**src/rtl/serial_cfg_port.sv**
```systemverilog
module serial_cfg_port #(
  parameter int SYNC_STAGES = 2,
  parameter int PULSE_CYCLES = 2,
  parameter logic [7:0] REV_ID = 8'h41
) (
  input  logic       clk,
  input  logic       rst_n,
  input  logic       sck,
  input  logic       sdi,
  input  logic       sen,
  input  logic [3:0] pix_in,
  output logic [3:0] od,
  output logic       soft_rst,
  output logic       acyc_rst,
  output logic [7:0] cfg1,
  output logic [7:0] cfg2,
  output logic [7:0] cfg3,
  output logic [7:0] cfg4,
  output logic [7:0] cfg5,
  output logic [7:0] cfg6,
  output logic [7:0] offset_r,
  output logic [7:0] offset_g,
  output logic [7:0] offset_b,
  output logic [7:0] gain_r,
  output logic [7:0] gain_g,
  output logic [7:0] gain_b
);
  localparam int AW = 6;
  localparam int DW = 8;
  localparam int FW = AW + DW;
  localparam int CW = $clog2(FW + 2);
  localparam int PW = $clog2(PULSE_CYCLES + 1);
  localparam int IW = $clog2(DW);
  localparam int RDBIT = 4;

  localparam logic [AW-1:0] A_CFG1 = 6'h01, A_CFG2 = 6'h02, A_CFG3 = 6'h03;
  localparam logic [AW-1:0] A_SRST = 6'h04, A_ACYC = 6'h05, A_CFG4 = 6'h06;
  localparam logic [AW-1:0] A_REV = 6'h07, A_CFG5 = 6'h08, A_CFG6 = 6'h09;
  localparam logic [AW-1:0] A_OFFR = 6'h20, A_OFFG = 6'h21, A_OFFB = 6'h22, A_OFFALL = 6'h23;
  localparam logic [AW-1:0] A_GNR = 6'h28, A_GNG = 6'h29, A_GNB = 6'h2A, A_GNALL = 6'h2B;

  localparam logic [DW-1:0] D_CFG1 = 8'h0F, D_CFG2 = 8'h23, D_CFG3 = 8'h1F;
  localparam logic [DW-1:0] D_CFG4 = 8'h05, D_CFG5 = 8'h00, D_CFG6 = 8'h00;
  localparam logic [DW-1:0] D_OFF = 8'h80, D_GN = 8'h5C;

  logic [SYNC_STAGES-1:0] sck_sy, sdi_sy, sen_sy;
  logic sck_d, sen_d;

  always_ff @(posedge clk or negedge rst_n) begin
    if (!rst_n) begin
      sck_sy <= '0;
      sdi_sy <= '0;
      sen_sy <= '0;
      sck_d  <= 1'b0;
      sen_d  <= 1'b0;
    end else begin
      sck_sy <= {sck_sy[SYNC_STAGES-2:0], sck};
      sdi_sy <= {sdi_sy[SYNC_STAGES-2:0], sdi};
      sen_sy <= {sen_sy[SYNC_STAGES-2:0], sen};
      sck_d  <= sck_sy[SYNC_STAGES-1];
      sen_d  <= sen_sy[SYNC_STAGES-1];
    end
  end

  wire sck_s    = sck_sy[SYNC_STAGES-1];
  wire sdi_s    = sdi_sy[SYNC_STAGES-1];
  wire sck_rise = sck_s & ~sck_d;
  wire sck_fall = ~sck_s & sck_d;
  wire sen_rise = sen_sy[SYNC_STAGES-1] & ~sen_d;

  logic [FW-1:0] shreg;
  logic [CW-1:0] bit_cnt;

  always_ff @(posedge clk or negedge rst_n) begin
    if (!rst_n) begin
      shreg   <= '0;
      bit_cnt <= '0;
    end else if (sen_rise) begin
      bit_cnt <= '0;
    end else if (sck_rise) begin
      shreg <= {shreg[FW-2:0], sdi_s};
      if (bit_cnt != CW'(FW + 1)) bit_cnt <= bit_cnt + 1'b1;
    end
  end

  wire [AW-1:0] wr_addr  = shreg[FW-1:DW];
  wire [DW-1:0] wr_data  = shreg[DW-1:0];
  wire          commit   = sen_rise && (bit_cnt == CW'(FW));
  wire          wr_en    = commit && !wr_addr[RDBIT];
  wire          rd_start = commit && wr_addr[RDBIT];

  logic [PW-1:0] srst_cnt, acyc_cnt;

  always_ff @(posedge clk or negedge rst_n) begin
    if (!rst_n) begin
      srst_cnt <= '0;
      acyc_cnt <= '0;
    end else begin
      if (wr_en && wr_addr == A_SRST) srst_cnt <= PW'(PULSE_CYCLES);
      else if (srst_cnt != '0)        srst_cnt <= srst_cnt - 1'b1;
      if (wr_en && wr_addr == A_ACYC) acyc_cnt <= PW'(PULSE_CYCLES);
      else if (acyc_cnt != '0)        acyc_cnt <= acyc_cnt - 1'b1;
    end
  end

  assign soft_rst = (srst_cnt != '0);
  assign acyc_rst = (acyc_cnt != '0);

  logic [DW-1:0] c1, c2, c3, c4, c5, c6;
  logic [DW-1:0] off_q [3];
  logic [DW-1:0] gn_q [3];

  always_ff @(posedge clk or negedge rst_n) begin
    if (!rst_n) begin
      c1 <= D_CFG1; c2 <= D_CFG2; c3 <= D_CFG3;
      c4 <= D_CFG4; c5 <= D_CFG5; c6 <= D_CFG6;
      for (int k = 0; k < 3; k++) begin
        off_q[k] <= D_OFF;
        gn_q[k]  <= D_GN;
      end
    end else if (soft_rst) begin
      c1 <= D_CFG1; c2 <= D_CFG2; c3 <= D_CFG3;
      c4 <= D_CFG4; c5 <= D_CFG5; c6 <= D_CFG6;
      for (int k = 0; k < 3; k++) begin
        off_q[k] <= D_OFF;
        gn_q[k]  <= D_GN;
      end
    end else if (wr_en) begin
      case (wr_addr)
        A_CFG1: c1 <= wr_data;
        A_CFG2: c2 <= wr_data;
        A_CFG3: c3 <= wr_data;
        A_CFG4: c4 <= wr_data;
        A_CFG5: c5 <= wr_data;
        A_CFG6: c6 <= wr_data;
        A_OFFR: off_q[0] <= wr_data;
        A_OFFG: off_q[1] <= wr_data;
        A_OFFB: off_q[2] <= wr_data;
        A_GNR:  gn_q[0] <= wr_data;
        A_GNG:  gn_q[1] <= wr_data;
        A_GNB:  gn_q[2] <= wr_data;
        A_OFFALL: for (int k = 0; k < 3; k++) off_q[k] <= wr_data;
        A_GNALL:  for (int k = 0; k < 3; k++) gn_q[k] <= wr_data;
        default: ;
      endcase
    end
  end

  wire [AW-1:0] rd_addr = {wr_addr[AW-1:RDBIT+1], 1'b0, wr_addr[RDBIT-1:0]};
  logic [DW-1:0] rd_val;

  always_comb begin
    case (rd_addr)
      A_CFG1:   rd_val = c1;
      A_CFG2:   rd_val = c2;
      A_CFG3:   rd_val = c3;
      A_CFG4:   rd_val = c4;
      A_REV:    rd_val = REV_ID;
      A_CFG5:   rd_val = c5;
      A_CFG6:   rd_val = c6;
      A_OFFR:   rd_val = off_q[0];
      A_OFFG:   rd_val = off_q[1];
      A_OFFB:   rd_val = off_q[2];
      A_OFFALL: rd_val = off_q[0];
      A_GNR:    rd_val = gn_q[0];
      A_GNG:    rd_val = gn_q[1];
      A_GNB:    rd_val = gn_q[2];
      default:  rd_val = '0;
    endcase
  end

  logic          rd_act;
  logic [DW-1:0] rd_sh;
  logic [IW-1:0] rd_idx;

  always_ff @(posedge clk or negedge rst_n) begin
    if (!rst_n) begin
      rd_act <= 1'b0;
      rd_sh  <= '0;
      rd_idx <= '0;
    end else if (rd_start) begin
      rd_act <= 1'b1;
      rd_sh  <= rd_val;
      rd_idx <= '0;
    end else if (rd_act && sck_fall) begin
      if (rd_idx == IW'(DW - 1)) begin
        rd_act <= 1'b0;
      end else begin
        rd_sh  <= {rd_sh[DW-2:0], 1'b0};
        rd_idx <= rd_idx + 1'b1;
      end
    end
  end

  assign od = {rd_act ? rd_sh[DW-1] : pix_in[3], pix_in[2:0]};

  assign cfg1 = c1; assign cfg2 = c2; assign cfg3 = c3;
  assign cfg4 = c4; assign cfg5 = c5; assign cfg6 = c6;
  assign offset_r = off_q[0]; assign offset_g = off_q[1]; assign offset_b = off_q[2];
  assign gain_r = gn_q[0]; assign gain_g = gn_q[1]; assign gain_b = gn_q[2];

  wire [12*DW-1:0] regs_flat = {c1, c2, c3, c4, c5, c6,
                                off_q[0], off_q[1], off_q[2], gn_q[0], gn_q[1], gn_q[2]};


  reg_hold_chk: assert property (@(posedge clk) disable iff (!rst_n)
    (!wr_en && !soft_rst) |=> $stable(regs_flat));


  cnt_clear_chk: assert property (@(posedge clk) disable iff (!rst_n)
    sen_rise |=> (bit_cnt == '0));


  sdo_hold_chk: assert property (@(posedge clk) disable iff (!rst_n)
    (rd_act && !sck_fall && !rd_start) |=> $stable(od[3]) || !rd_act);


  rd_end_chk: assert property (@(posedge clk) disable iff (!rst_n)
    $fell(rd_act) |-> $past(sck_fall));


  srst_start_chk: assert property (@(posedge clk) disable iff (!rst_n)
    (wr_en && wr_addr == A_SRST) |=> soft_rst);


  acyc_start_chk: assert property (@(posedge clk) disable iff (!rst_n)
    (wr_en && wr_addr == A_ACYC) |=> acyc_rst);
endmodule

```
**config.mk**
```make
export PLATFORM = sky130hd
export DESIGN_NAME = serial_cfg_port
export DESIGN_NICKNAME = d
export VERILOG_FILES = /design/src/rtl/serial_cfg_port.sv
export SDC_FILE = /design/constraint.sdc
export NUM_CORES = 1
export LEC_CHECK = 0
export ABC_CLOCK_PERIOD_IN_PS = 4910
export BUFFER_PORTS_ARGS = -buffer_cell sky130_fd_sc_hd__buf_2
export CAP_MARGIN = 5
export CORE_ASPECT_RATIO = 1.4
export CORE_MARGIN = 5
export CORE_UTILIZATION = 40
export DETAILED_ROUTE_END_ITERATION = 7
export PLACE_DENSITY = 0.72
export SETUP_SLACK_MARGIN = 0.1
export SLEW_MARGIN = 30
export SYNTH_ARGS = -nofsm -noshare
export SYNTH_HDL_FRONTEND = slang
export SYNTH_SLANG_ARGS = --single-unit
export TNS_END_PERCENT = 50
```
**constraint.sdc**
```tcl
create_clock -name clk -period 4.91 [get_ports clk]
set_input_delay 0 -clock clk [delete_from_list [all_inputs] [get_ports clk]]
set_output_delay 0 -clock clk [all_outputs]
set_load 0.01 [all_outputs]
```
# == Word-level counts from Yosys, hierarchy flattened ==
# Index checks and enable logic that the tools add are counted.
# word_totals
register_bits,138
input_bits,9
# classes
n_reduce_logical,51
addsub,4
eq_ne,34
n_mux,46
bitwise,7
# ops
cell,n
two-way mux 8 bit,27
one-hot mux 8 bit (13 select lines),1
two-way mux 24 bit,4
"equality test 6 bit, second input constant",8
nonzero test 2 bit,21
"equality test 5 bit, second input constant",7
AND reduction 2 bit,16
"equality test 6 x 3 -> 1 bit, second input constant",3
OR reduction 2 bit,7
"equality test 6 x 2 -> 1 bit, second input constant",2
"equality test 6 x 4 -> 1 bit, second input constant",2
two-way mux 4 bit,3
"equality test 5 x 2 -> 1 bit, second input constant",2
"equality test 5 x 3 -> 1 bit, second input constant",2
"equality test 5 x 4 -> 1 bit, second input constant",2
two-way mux 3 bit,3
two-way mux 2 bit,4
"equality test 6 x 1 -> 1 bit, second input constant",1
logical AND 1 bit,6
"equality test 5 x 1 -> 1 bit, second input constant",1
"adder 4 x 1 -> 4 bit, second input constant",1
"equality test 4 bit, second input constant",1
two-way mux 1 bit,4
"!= test 4 bit, second input constant",1
other kinds (7),13

# == Depth between registers and ports, before layout ==
# depth
word_depth,6
depth_mapped,9

# == Worst setup path after synthesis ==
# OpenSTA, ideal clock, no wires.
# synth_path
path_kind,register to register
from,register rd_idx[0]
to,register rd_sh[1]
path_slack_ns,3.060
path_buffers,1
stages_incl_launch_ff,8
setup_time_ns,0.082
arrival_time_ns,1.768
path_cell_list,dfrtp_1 > ha_1 > ha_1 > nor4bb_1 > clkbuf_1 > nand2_1 > a31o_2 > a31oi_1
# synth_via
elab_chain_len,3
# synth_lines
item,line_no,rtl
"start, declared",174,logic [IW-1:0] rd_idx;
"start signal, assigned",190,rd_idx <= rd_idx + 1'b1;
equality test 3 bit,186,if (rd_idx == IW'(DW - 1)) begin
!= test 2 bit (no source line),n/a,
AND reduction 2 bit (no source line),n/a,
"end signal, assigned",183,rd_sh <= rd_val;
"end signal, assigned",189,"rd_sh <= {rd_sh[DW-2:0], 1'b0};"
"end, declared",173,logic [DW-1:0] rd_sh;
# Every way passes these cells.
# A chain may end at the register's enable or synchronous reset.

# == Final worst setup path ==
# layout_path
from,register shreg[8]
to,register c1[5] (netlist: cfg1[5])
# layout_via
elab_chain_len,3
# layout_lines
item,line_no,rtl
"start, declared",71,logic [FW-1:0] shreg;
"start signal, assigned",81,"shreg <= {shreg[FW-2:0], sdi_s};"
equality test 6 x 1 -> 1 bit,129,case (wr_addr)
nonzero test 2 bit (no source line),n/a,
AND reduction 2 bit (no source line),n/a,
"end signal, assigned",130,A_CFG1: c1 <= wr_data;
"end, declared",109,"logic [DW-1:0] c1, c2, c3, c4, c5, c6;"
# Every way passes these cells.

==> qor.yml <==
finalCritPeriodShare: 0.6079
relSlewSlack: 0.3646
coreArea_um2: 16750
ir_drop_mv: 0.2535
place.gp.congestion: 0.9346
path_max_fanout: 13
fin_util: 0.4789
top_register: "shreg"
dp_hpwl_mm: 14.74
cts_tree: "yes"
largest_reg_flops: 14
clk_latency_ns: 0.43
period_minus_slack_ns: 2.985
clock_path_buffers: 2
synthCells: 667
grt_first_pass_wirelength_mm: 33.04
syn_avg_cell_area_um2: 10.19
drive_gt1_frac: 0.2803
drt_pre_antenna_iters: 8
hp-class: "primary input to output port"
crit_chain: "nor2b_1 > and2_1 > and2_0 > nand2_1 > a21oi_1"
cp-start-kind: "flip-flop"
overflow: 0
antennaDiodeCount: 0
synth_warnings: 0
routedWlPerCell_um: 22.13
ios: 111
drt.antenna.violating_nets: 0
synthFlopType: "dfrtp_1"
area_growth_pct: 17.99
dieArea_um2: 19730
syn-cell-area_um2: 6797
powerDensity_nw_per_um2: 399.1
holdWs_ns: 0.000003741
timing_hold_violations_final: 0
via_per_inst: 5.836
path_class: "flip-flop to flip-flop"
finClkSkew_ns: 0.007658
final_nets: 762
synth_edf_count: 0
cts_buffers: 17
syn-num-nets: 682
end_kind: "flip-flop"
drt-initial-drc-count: 601
h-tree-depth: 4
cap_violations: 0
crit_path_max_incr_delay_ns: 0.84
ys_seq_area_frac: 0.5134
outcome: "finished clean"
grt_pass1_vias: 5576
postSynth.asyncResetShare: 1.000
crit_required_ns: 5.25
crit_path_top_delay_cell: "nor2b_1"
clk_pin_slew_ns: 0.06
cts_resized: 0
port-buffer-count: 104
routed_wl_mm: 21.32
cp.arrival_ns: 3.33
finalSetupTns_ns: 0
grt_max_degree: 71
worst_pin_slew_ns: 0.9511
die_x_um: 120.2
initial_utilization: 0.4059
die_h_um: 164.2
vias: 5620
cts-root-buf: "clkbuf_16"
cp_top_family: "simple AND/OR/NAND/NOR gates"
rsz0062_at_grt: "no"
place_inst: 927
p_leak_nw: 4.115
grt_usage: 0.2196
antenna_found_initial: 0
row_count: 56
fmax_mhz: 335.0
maxSlewViolCount: 0
cts_sinks: 138
final_cell_count_no_fill: 963
drcViolationCount: 0
synth_cell_types: 59
final-setup-viol-count: 0
ys_ff_latch: 138
critPathBufInv: 0
[worst register-to-register path, cell delays in order (launching register included)]
cell and delay [ns]:
dfrtp_1 0.83, nor2b_1 0.85, and2_1 0.48, and2_0 0.47, nand2_1 0.10, a21oi_1 0.18
[cell usage after synthesis (all sizes together) (9+ instances only)]
master / n / area share
a22oi: 13 / 0.014
mux2: 21 / 0.035
a21oi: 43 / 0.032
buf: 27 / 0.024
nor2: 54 / 0.030
dfstp: 29 / 0.11
and2: 9 / 0.0083
clkbuf: 30 / 0.017
nand2: 95 / 0.052
mux2i: 70 / 0.10
dfrtp: 109 / 0.40
o21ai: 17 / 0.013
inv: 10 / 0.0055
nand3: 49 / 0.040
[cell families (layout without fill, tap and decap cells)]
kind of cell               after synthesis  after routing  share of synthesized area
buffers and inverters                   68            161                    0.04621
adders and majority gates                6              6                    0.01105
xor gates and xnor gates                 6              6                   0.007732
DFF                                    138            138                     0.5134
AOI/OAI and AO/OA                      112            112                     0.1088
muxes                                   91             91                     0.1379
and+or+nand+nor                        246            246                     0.1749
[metrics by stage]
step | total power, mW | area, µm² | setup slack, ns
3_3_place_gp | 1.904 | 7380 | 2.049
3_5_place_dp | 1.914 | 7383 | 2.043
5_1_grt | 3.308 | 8019 | 1.806
4_1_cts | 3.202 | 8015 | 2.001
6_report | 3.200 | 8019 | 1.925
2_1_floorplan | 1.706 | 6797 | 3.060
[worst paths after layout]
| path | from | to | slack, ns | cells after the start |
|---|---|---|---|---|
| max | shreg[8] | cfg1[5] | 1.92 | 5 |
| min | pix_in[0] | od[0] | 0.000004 | 0 |
| max reg2reg | shreg[8] | cfg1[5] | 1.92 | 5 |
| min reg2reg | sck_sy[0] | sck_sy[1] | 0.35 | 0 |
| max in group asynchronous | rst_n | srst_cnt[1] | 3.68 | 3 |
| min in group asynchronous | rst_n | sdi_sy[0] | 0.14 | 2 |
[placed cells by master, fill, tap and decap left out, types with 5 or more instances in the layout]
master / count
ha_1: 6
inv_1: 10
dfstp_2: 29
nand3_2: 5
dfrtp_1: 109
inv_6: 5
a22oi_1: 13
a31oi_1: 6
nor2_1: 53
buf_2: 103
and2_1: 8
a22o_1: 7
o21ai_0: 15
mux2_2: 20
buf_4: 9
a32oi_1: 7
clkbuf_16: 17
mux2i_1: 70
nand2_1: 95
nand3_1: 44
nor3_1: 5
a21oi_1: 43
[layout make-up]
class                   instances  area (µm²)
fillers                      1499        8727
clock inverters                15       166.4
flip-flops and latches        138        3490
repair buffers                118       645.6
multi-input cells             461        2997
inverters                      11       41.29
well taps                     203       254.0
clock buffers                  17       425.4
[report_power, final]
group	switching, mW	internal, mW
Combinational	0.281	0.154
Clock	0.535	0.757
Sequential	0.273	1.20
Total	1.09	2.11
[what timing repair did]
item / CTS / global route
hold buffers: 4 / 0
endpoints found under the hold margin: 72 / 0
setup buffers: 0 / 0
[per-layer routing]
layer  vias to the layer above  part of all wire  GRT usage
li1                       2507                 -          -
met1                      2786              0.37     0.2609
met2                       271              0.52     0.3873
met3                        56             0.067    0.03617
met4                         0             0.042     0.1021
met5                         -                 0          0
Power figures use the tool's default switching activity.
